<file path="config.mk">
export PLATFORM = sky130hd
export DESIGN_NAME = lsfw_weight_gen
export DESIGN_NICKNAME = d
export VERILOG_FILES = /design/src/rtl/lsfw_pkg.sv /design/src/rtl/lsfw_gap.sv /design/src/rtl/lsfw_mul.sv /design/src/rtl/lsfw_ctrl.sv /design/src/rtl/lsfw_weight_gen.sv
export SDC_FILE = /design/constraint.sdc
export NUM_CORES = 2
export LEC_CHECK = 0
export ABC_AREA = 1
export BUFFER_PORTS_ARGS = -buffer_cell sky130_fd_sc_hd__buf_2
export CORE_ASPECT_RATIO = 1.5
export CORE_UTILIZATION = 55
export DETAILED_ROUTE_END_ITERATION = 7
export GPL_ROUTABILITY_DRIVEN = 1
export HOLD_SLACK_MARGIN = 0.15
export PLACE_DENSITY = 0.74
export SYNTH_ARGS = -nofsm -noshare
export SYNTH_HDL_FRONTEND = slang
export SYNTH_SLANG_ARGS = --single-unit
</file>
<file path="constraint.sdc">
create_clock -name clk_i -period 12.3 [get_ports clk_i]
set_input_delay 1.845 -clock clk_i [delete_from_list [all_inputs] [get_ports clk_i]]
set_output_delay 1.845 -clock clk_i [all_outputs]
set_load 0.01 [all_outputs]
</file>
<file path="src/rtl/lsfw_pkg.sv">
package lsfw_pkg;
  parameter int unsigned N_LSF     = 10;
  parameter int unsigned DW        = 16;
  parameter int unsigned IN_FRAC   = 13;
  parameter int unsigned OUT_FRAC  = 7;
  parameter int unsigned GAIN_FRAC = 14;
  parameter int unsigned MW        = 24;
  parameter int unsigned LAT_LIMIT = 60;

  localparam int unsigned IDX_W   = $clog2(N_LSF);
  localparam int unsigned PW      = 2 * MW;
  localparam int unsigned SQ_FRAC = 2 * IN_FRAC;

  localparam logic signed [DW-1:0] LO_GUARD = DW'(1029);
  localparam logic signed [DW-1:0] HI_GUARD = DW'(23677);
  localparam logic signed [DW-1:0] ONE_IN   = DW'(1 << IN_FRAC);
  localparam logic signed [DW-1:0] GAIN_Q   = DW'(19661);
  localparam logic [IDX_W-1:0]     GAIN_IDX_A = IDX_W'(4);
  localparam logic [IDX_W-1:0]     GAIN_IDX_B = IDX_W'(5);
  localparam logic [IDX_W-1:0]     LAST_IDX   = IDX_W'(N_LSF - 1);

  localparam logic signed [PW-1:0] ONE_SQ = PW'(1) <<< SQ_FRAC;
  localparam logic signed [PW-1:0] W_MAX  = PW'((1 << (DW - 1)) - 1);

  typedef logic [N_LSF-1:0][DW-1:0] lsf_vec_t;

  typedef enum logic [1:0] {
    ST_IDLE,
    ST_DIFF,
    ST_SQ,
    ST_GAIN
  } state_e;

  function automatic logic signed [PW-1:0] rshift_rnd(input logic signed [PW-1:0] v,
                                                      input int unsigned sh);
    return (v + (PW'(1) <<< (sh - 1))) >>> sh;
  endfunction

  function automatic logic [DW-1:0] sat_w(input logic signed [PW-1:0] v);
    if (v > W_MAX) return W_MAX[DW-1:0];
    else if (v < 0) return '0;
    else return v[DW-1:0];
  endfunction
endpackage

</file>
<file path="src/rtl/lsfw_gap.sv">
module lsfw_gap
  import lsfw_pkg::*;
(
  input  lsf_vec_t                lsf_i,
  input  logic [IDX_W-1:0]        idx_i,
  output logic signed [DW-1:0]    gap_o
);
  localparam logic signed [DW+1:0] RAW_MAX = (DW+2)'((1 << (DW - 1)) - 1);
  localparam logic signed [DW+1:0] RAW_MIN = (DW+2)'(-(1 << (DW - 1)));

  logic signed [DW-1:0] hi, lo;
  logic signed [DW+1:0] raw;

  always_comb begin
    if (idx_i == '0) begin
      hi = lsf_i[1];
      lo = LO_GUARD;
    end else if (idx_i == LAST_IDX) begin
      hi = HI_GUARD;
      lo = lsf_i[N_LSF-2];
    end else begin
      hi = lsf_i[idx_i + 1'b1];
      lo = lsf_i[idx_i - 1'b1];
    end
    raw = (DW+2)'(hi) - (DW+2)'(lo) - (DW+2)'(ONE_IN);
    if (raw > RAW_MAX)      gap_o = RAW_MAX[DW-1:0];
    else if (raw < RAW_MIN) gap_o = RAW_MIN[DW-1:0];
    else                    gap_o = raw[DW-1:0];
  end
endmodule

</file>
<file path="src/rtl/lsfw_mul.sv">
module lsfw_mul
  import lsfw_pkg::*;
(
  input  logic signed [MW-1:0] a_i,
  input  logic signed [MW-1:0] b_i,
  output logic signed [PW-1:0] p_o
);
  assign p_o = PW'(a_i) * PW'(b_i);
endmodule

</file>
<file path="src/rtl/lsfw_ctrl.sv">
module lsfw_ctrl
  import lsfw_pkg::*;
(
  input  logic             clk_i,
  input  logic             rst_ni,
  input  logic             start_i,
  output state_e           state_o,
  output logic [IDX_W-1:0] idx_o,
  output logic             gain_pos_o,
  output logic             capture_o,
  output logic             done_o
);
  state_e           state_q;
  logic [IDX_W-1:0] idx_q;
  logic             done_q;

  assign gain_pos_o = (idx_q == GAIN_IDX_A) || (idx_q == GAIN_IDX_B);
  assign capture_o  = (state_q == ST_IDLE) && start_i;

  always_ff @(posedge clk_i or negedge rst_ni) begin
    if (!rst_ni) begin
      state_q <= ST_IDLE;
      idx_q   <= '0;
      done_q  <= 1'b0;
    end else begin
      done_q <= 1'b0;
      unique case (state_q)
        ST_IDLE: if (start_i) begin
          state_q <= ST_DIFF;
          idx_q   <= '0;
        end
        ST_DIFF: state_q <= ST_SQ;
        ST_SQ: begin
          if (gain_pos_o) begin
            state_q <= ST_GAIN;
          end else if (idx_q == LAST_IDX) begin
            state_q <= ST_IDLE;
            done_q  <= 1'b1;
          end else begin
            idx_q   <= idx_q + 1'b1;
            state_q <= ST_DIFF;
          end
        end
        ST_GAIN: begin
          if (idx_q == LAST_IDX) begin
            state_q <= ST_IDLE;
            done_q  <= 1'b1;
          end else begin
            idx_q   <= idx_q + 1'b1;
            state_q <= ST_DIFF;
          end
        end
        default: state_q <= ST_IDLE;
      endcase
    end
  end

  assign state_o = state_q;
  assign idx_o   = idx_q;
  assign done_o  = done_q;
endmodule

</file>
<file path="src/rtl/lsfw_weight_gen.sv">
module lsfw_weight_gen
  import lsfw_pkg::*;
(
  input  logic                  clk_i,
  input  logic                  rst_ni,
  input  logic                  start_i,
  input  logic [N_LSF*DW-1:0]   lsf_i,
  output logic [N_LSF*DW-1:0]   weight_o,
  output logic                  done_o
);
  state_e               state;
  logic [IDX_W-1:0]     idx;
  logic                 gain_pos, capture, busy;
  lsf_vec_t             lsf_q, wgt_q;
  logic signed [DW-1:0] gap_d, d_q;
  logic signed [MW-1:0] mul_a, mul_b, tmp_q;
  logic signed [PW-1:0] prod, ten_sq, w_sq, tmp_rnd;
  logic [DW-1:0]        w_plain, w_gain;

  lsfw_ctrl u_ctrl (
    .clk_i     (clk_i),
    .rst_ni    (rst_ni),
    .start_i   (start_i),
    .state_o   (state),
    .idx_o     (idx),
    .gain_pos_o(gain_pos),
    .capture_o (capture),
    .done_o    (done_o)
  );

  lsfw_gap u_gap (
    .lsf_i(lsf_q),
    .idx_i(idx),
    .gap_o(gap_d)
  );

  always_comb begin
    if (state == ST_GAIN) begin
      mul_a = tmp_q;
      mul_b = {{(MW-DW){1'b0}}, GAIN_Q};
    end else begin
      mul_a = {{(MW-DW){d_q[DW-1]}}, d_q};
      mul_b = {{(MW-DW){d_q[DW-1]}}, d_q};
    end
  end

  lsfw_mul u_mul (
    .a_i(mul_a),
    .b_i(mul_b),
    .p_o(prod)
  );

  // 10*d^2 by shift-add; penalty only for a negative gap
  assign ten_sq  = (prod <<< 3) + (prod <<< 1);
  assign w_sq    = d_q[DW-1] ? ten_sq + ONE_SQ : ONE_SQ;
  assign w_plain = sat_w(rshift_rnd(w_sq, SQ_FRAC - OUT_FRAC));
  assign tmp_rnd = rshift_rnd(w_sq, SQ_FRAC - IN_FRAC);
  assign w_gain  = sat_w(rshift_rnd(prod, IN_FRAC + GAIN_FRAC - OUT_FRAC));
  assign busy    = (state != ST_IDLE);

  always_ff @(posedge clk_i or negedge rst_ni) begin
    if (!rst_ni) begin
      lsf_q <= '0;
      d_q   <= '0;
      tmp_q <= '0;
      wgt_q <= '0;
    end else begin
      if (capture) lsf_q <= lsf_i;
      if (state == ST_DIFF) d_q <= gap_d;
      if (state == ST_SQ) tmp_q <= tmp_rnd[MW-1:0];
      if (state == ST_SQ && !gain_pos) wgt_q[idx] <= w_plain;
      else if (state == ST_GAIN) wgt_q[idx] <= w_gain;
    end
  end

  assign weight_o = wgt_q;
endmodule

</file>
======== After elaboration in Yosys (flattened, before gate mapping) ========
Index checks and enable logic that the tools add are counted.
word-level totals
  flip-flop bits (word level) ............. 367
  input port bits ......................... 163
  output and inout port bits .............. 161
  word-level logic and storage cells ...... 97
operators by class
  add/subtract/negate cells ............... 9
  $mul .................................... 1
  order comparisons ....................... 10
  eq/ne operators ......................... 8
  mux-type cells .......................... 34
  reductions and logical operators ........ 10
operator list
  cell                                                                             count
  160-bit bitwise mux                                                              2
  160-bit 2-to-1 mux                                                               2
  16-bit 2-to-1 mux                                                                13
  16-bit binary-select mux with 4-bit select                                       2
  16-bit demux with 4-bit select                                                   1
  48-bit by 20-bit adder with 48-bit output (second input constant)                1
  48-bit by 21-bit adder with 48-bit output (second input constant)                1
  48-bit by 28-bit adder with 48-bit output (second input constant)                1
  48-bit adder                                                                     1
  24-bit by 24-bit multiplier with 48-bit output                                   1
  24-bit 2-to-1 mux                                                                2
  48-bit 2-to-1 mux                                                                1
  37-bit by 14-bit adder with 37-bit output (second input constant)                1
  29-bit by 16-bit > comparator with 1-bit output (second input constant)          1
  29-bit by 1-bit less-than comparator with 1-bit output (second input constant)   1
  28-bit by 16-bit > comparator with 1-bit output (second input constant)          1
  28-bit by 1-bit less-than comparator with 1-bit output (second input constant)   1
  18-bit by 16-bit > comparator with 1-bit output (second input constant)          1
  18-bit by 16-bit less-than comparator with 1-bit output (second input constant)  1
  18-bit by 15-bit subtractor with 18-bit output (second input constant)           1
  16-bit by 16-bit subtractor with 17-bit output                                   1
  4-bit by 5-bit less-than comparator with 1-bit output (second input constant)    3
  4-bit 2-to-1 mux                                                                 3
  4-bit one-hot mux with 3 select lines                                            1
  20 further kinds                                                                 28

======== Depth between registers and ports, before layout ========
  word-level depth ........................ 12
  gate-level depth with buffers ........... 64
  mapped depth without buffers ............ 63

======== Modules after synthesis ========
From an unflattened synthesis, not the netlist that was laid out.
second synthesis, totals
  cell total of the unflattened synthesis .. 6,714
  area, all modules ....................... 49,199.7 um2
by module, submodules not included
  module           instances  cells each  area an instance (um2)  sequential area each (um2)
  lsfw_mul         1          3,032       22,850.7                0.0
  lsfw_weight_gen  1          2,808       21,783.4                9,008.6
  lsfw_gap         1          809         4,091.4                 0.0
  lsfw_ctrl        1          65          474.2                   175.2

======== Worst setup path before layout ========
No wires, ideal clock.
  path type ............................... register to register
  start ................................... register u_ctrl.state_q[0], in the netlist u_ctrl.state_o[0]
  end ..................................... register wgt_q (netlist bit weight_o[0])
  setup time .............................. 0.118 ns
  data arrival time ....................... 10.231 ns
  required time ........................... 12.182 ns
  slack ................................... 1.951 ns
  cell stages (with the launch flop) ...... 53
  buffers on the path ..................... 3
  clock period less this slack ............ 10.349 ns
  path through ............................ dfrtp_1 -> nand2_2 -> clkinv_1 -> nor2_1 -> inv_1 -> clkbuf_1 -> buf_1 -> nor2_1 -> fa_1 -> fa_1 -> inv_1 -> fa_1 -> fa_1 -> inv_1 -> fa_1 -> fa_1 -> inv_1 -> fa_1 -> [17 not listed] -> nand3_1 -> nand2_1 -> nand3_1 -> nor2_1 -> nand2_1 -> nor2_1 -> nand3_1 -> nand2_1 -> nand2_1 -> inv_2 -> nand2_1 -> nor2_1 -> nand3_1 -> nand2_2 -> buf_8 -> nand3_4 -> nand2_1 -> nand2_1
on the way
  longest elaborated chain between the ends .. 12
  elaborated cells between the ends (all ways) .. 24
  classes of those cells .................. 4 x add/sub; 1 x mul; 4 x order compare; 2 x eq/ne; 11 x mux; 2 x reduce/logical
ends and longest elaborated chain
  item                                                    RTL line                                      RTL
  start, declared                                         lsfw_ctrl.sv:13                               state_e state_q;
  start signal, assigned                                  lsfw_ctrl.sv:22                               state_q <= ST_IDLE;
  start signal, assigned                                  lsfw_ctrl.sv:29                               state_q <= ST_DIFF;
  start signal, assigned                                  lsfw_ctrl.sv:32                               ST_DIFF: state_q <= ST_SQ;
  2-bit == test                                           lsfw_weight_gen.sv:38, lsfw_weight_gen.sv:72
  24-bit 2-to-1 mux                                       lsfw_weight_gen.sv:38                         if (state == ST_GAIN) begin
  24-bit by 24-bit multiplier with 48-bit output          lsfw_mul.sv:8                                 assign p_o = PW'(a_i) * PW'(b_i);
  48-bit adder                                            lsfw_weight_gen.sv:54                         assign ten_sq = (prod <<< 3) + (prod <<< 1);
  48-bit by 28-bit adder with 48-bit output               lsfw_weight_gen.sv:55                         assign w_sq = d_q[DW-1] ? ten_sq + ONE_SQ : ONE_SQ;
  48-bit 2-to-1 mux                                       lsfw_weight_gen.sv:55
  48-bit by 20-bit adder with 48-bit output               lsfw_pkg.sv:36                                return (v + (PW'(1) <<< (sh - 1))) >>> sh;
  29-bit by 1-bit less-than comparator with 1-bit output  lsfw_pkg.sv:41                                else if (v < 0) return '0;
  16-bit 2-to-1 mux                                       lsfw_pkg.sv:41
  16-bit 2-to-1 mux                                       lsfw_pkg.sv:40                                if (v > W_MAX) return W_MAX[DW-1:0];
  160-bit bitwise mux                                     lsfw_weight_gen.sv:71                         if (state == ST_SQ && !gain_pos) wgt_q[idx] <= w_plain;
  160-bit 2-to-1 mux                                      lsfw_weight_gen.sv:71
  end signal, assigned by index                           lsfw_weight_gen.sv:71
  end signal, assigned by index                           lsfw_weight_gen.sv:72                         else if (state == ST_GAIN) wgt_q[idx] <= w_gain;
  end, declared                                           lsfw_weight_gen.sv:14                         lsf_vec_t lsf_q, wgt_q;
Parallel ways exist; a longest one is shown, timed or not. The select of a mux whose other input is x is not followed.
A chain may end at the register's enable or synchronous reset.

======== Worst setup path after layout ========
  start ................................... register u_ctrl.state_q[0], in the netlist u_ctrl.state_o[0]
  end ..................................... register wgt_q (netlist bit weight_o[118])
Same word-level chain as after synthesis.

==> flow_summary.yaml <==
setup_path:
  startpoint_type: "flop"
  timing.rr.start: "u_ctrl.state_o[0]$_DFFE_PN0N_"
  slowest_stage: "fa_2"
  crit_end: "weight_o[118]$_DFFE_PN0P_"
  critical_path_class: "flop to flop"
  arrival_ns: 12.29
  slowest_delay_ns: 0.72
  critPathMostFrequentCell: "nand2_1"
  cp_max_fo: 18
  ff2ff_path_depth: 53
  cp-end-kind: "flop"
  reg2reg_slack_ns: 0.47
  r2r-end: "weight_o[118]$_DFFE_PN0P_"
  cp-startpoint: "u_ctrl.state_o[0]$_DFFE_PN0N_"
  critical_path_required_ns: 12.75
detailed_routing:
  num_vias: 41300
  ant_nets: 0
  first_pass_iters: 6
  wl_per_cell_um: 23.4
  wl_um: 172000
  drt-initial-drc-count: 3014
  remaining_drc_errors: 0
  vias_per_cell: 5.59
place:
  port_buffers: 323
  place.gp.congestion: 1.07
  dp_hpwl_um: 144000
floorplanning:
  dieArea_mm2: 0.0816
  fp.dieH_um: 349
  io_pins: 324
  start_util_pct: 55.4
  placementRows: 127
  core_area_mm2: 0.0798
  fp.dieW_um: 234
global_routing:
  grt_max_degree: 117
  overflow: 0
  grt_pass1_vias: 43800
  grt_antenna_before_repair: 5
  grt.total_usage_pct: 43.2
  grt_pass1_wl_um: 258000
clocking:
  htreeDepth: 2
  clk_pin_slew_ns: 0.07
  cts_buffer_depth: 3
  cts-buffers-inserted: 35
  cts-hold-fix-buffers: 0
  clock_sinks: 367
  insertion_delay_ns: 0.56
  ctsRootBufferMaster: "clkbuf_16"
  cts_tree: "done"
timing:
  tightest_slew_ns: 1.19
  rsz0062_at_grt: "no"
  hold_viol: 0
  finalSetupViolCount: 0
  fin_crit_ns: 11.83
  relSlewSlack_pct: 20.2
  fmax_mhz: 84.5
  period_share_pct: 96.2
  slew_viol_final: 0
  fin_skew_ns: 0.0245
run:
  drv_cap: 0
synth:
  synthDominantCellAreaShare_pct: 24.0
  synth.avg_cell_area_um2: 7.50
  yosysTopAreaCell: "fa_1"
  netlist_instances: 5899
  ys.flop_type: "dfrtp_1"
  seq_area_frac_synth_pct: 20.8
  ys_top_cells_by_count: "nand2_1, inv_1, nor2_1"
  ys_ff_latch: 367
  synth_cell_types: 54
  synthTopCellsByArea: "fa_1, dfrtp_1, nand2_1"
  yosysWarnings: 0
  synth_edf_count: 0
  syn_area_mm2: 0.0442
  synth_most_common_cell: "nand2_1"
  async_flop_share_pct: 100
outcome:
  status: "finished, final reports clean"
hold_path:
  min_path_type: "flop to flop"
  holdPathStages: 2
layout:
  drive_gt1_share_pct: 12.7
  layout.nets: 7285
  nFillCells: 7389
  final_util_pct: 62.0
  area_growth_pct: 11.8
-- registers in the layout, indices dropped and copies added (netlist names) --
name            cells
tmp_q              24
u_ctrl.idx_o        4
d_q                16
weight_o          160
u_ctrl.done_o       1
u_ctrl.state_o      2
lsf_q             160
-- area by class of cell --
class / instances / area, um^2 / area share (%)
clock inverter: 11 / 143 / 0.288
inverter: 1287 / 4840 / 9.78
sequential: 367 / 9190 / 18.6
antenna: 4 / 10.0 / 0.0202
clock buffer: 50 / 1020 / 2.07
timing repair buffer: 515 / 3110 / 6.29
tap: 1032 / 1290 / 2.61
multi-input combinational: 4116 / 29800 / 60.4
-- cells in the final DEF (no fill, tap or decap), types with 11 or more instances in the layout --
cell | Yosys | final
mux2_2 | 132 | 132
buf_4 | 2 | 188
nand2_1 | 1530 | 1528
nand4_1 | 52 | 52
nand3_2 | 9 | 13
fa_1 | 530 | 528
nor2_1 | 656 | 634
inv_2 | 14 | 18
o22ai_1 | 15 | 15
xnor2_1 | 20 | 19
clkinv_1 | 24 | 23
o21bai_1 | 14 | 14
dfrtp_1 | 367 | 366
a21oi_1 | 194 | 193
clkbuf_16 | 0 | 36
o21ai_0 | 197 | 194
xor2_1 | 77 | 75
ha_1 | 270 | 269
inv_1 | 1249 | 1244
o21ai_1 | 31 | 34
nor2_2 | 11 | 29
nor3_1 | 23 | 21
a31oi_1 | 11 | 11
o211ai_1 | 35 | 35
nand3_1 | 208 | 204
buf_2 | 6 | 322
-- worst max-delay path: cells and delay by family, from the launching register on --
family / cells / cell delay [ns]
compound gates: 1 / 0.23
flops: 1 / 0.43
buf+inv: 12 / 1.74
fa+ha+maj: 10 / 4.92
simple gates: 30 / 4.34
-- cell families (layout without fill, tap and decap cells) --
group	count (synthesis)	after routing	synth area share (%)
and+or+nand+nor	2533	2533	23.2
buffers and inverters	1424	1863	12.1
adders and majority gates	800	800	31.6
AOI/OAI and AO/OA	534	534	6.67
DFF	367	367	20.8
muxes	141	141	3.57
xor gates and xnor gates	98	98	1.96
other	2	14	0.0170
-- worst min-delay path by stage --
stage	from	end	slack [ns]
after global routing	weight_o[159]$_DFFE_PN0P_	weight_o[159]$_DFFE_PN0P_	0.49
after global placement	weight_o[159]$_DFFE_PN0P_	weight_o[159]$_DFFE_PN0P_	0.45
after detailed placement	weight_o[113]$_DFFE_PN0P_	weight_o[113]$_DFFE_PN0P_	0.46
final	weight_o[159]$_DFFE_PN0P_	weight_o[159]$_DFFE_PN0P_	0.47
after CTS	weight_o[113]$_DFFE_PN0P_	weight_o[113]$_DFFE_PN0P_	0.48
after floorplan	tmp_q[20]$_DFFE_PN0P_	tmp_q[20]$_DFFE_PN0P_	0.44
-- routing by layer --
| metal | vias to the layer above | GRT usage (%) | share of wire [%] |
|---|---|---|---|
| met5 | - | 0 | 0.0046 |
| met4 | 2 | 40.4 | 12 |
| met3 | 832 | 6.73 | 6.0 |
| met2 | 1894 | 76.8 | 50 |
| met1 | 19800 | 42.2 | 32 |
| li1 | 18700 | - | - |
-- per-stage QoR --
step | cell area (um^2) | cells | TNS (ns) | worst slack [ns] | hold slack (ns)
3_3_place_gp | 48100 | 7309 | -8.02 | -0.129 | 0.450
3_5_place_dp | 48100 | 7309 | -13.29 | -0.198 | 0.460
5_1_grt | 49400 | 7380 | 0 | 0.00358 | 0.495
4_1_cts | 49300 | 7371 | 0 | 0.00761 | 0.477
2_1_floorplan | 44200 | 5907 | 0 | 1.95 | 0.444
6_report | 49400 | 7382 | 0 | 0.467 | 0.473
-- timing repair --
action | CTS | global route
buffers inserted | 1 | 7
hold endpoints to repair | 0 | 0
setup endpoints to repair | 120 | 120
gates resized for setup | 6 | 39
pin swaps | 1 | 1
Power is left out: the tool's default activity adds up to more than one toggle a clock period on the data nets, which glitch-free logic cannot reach.
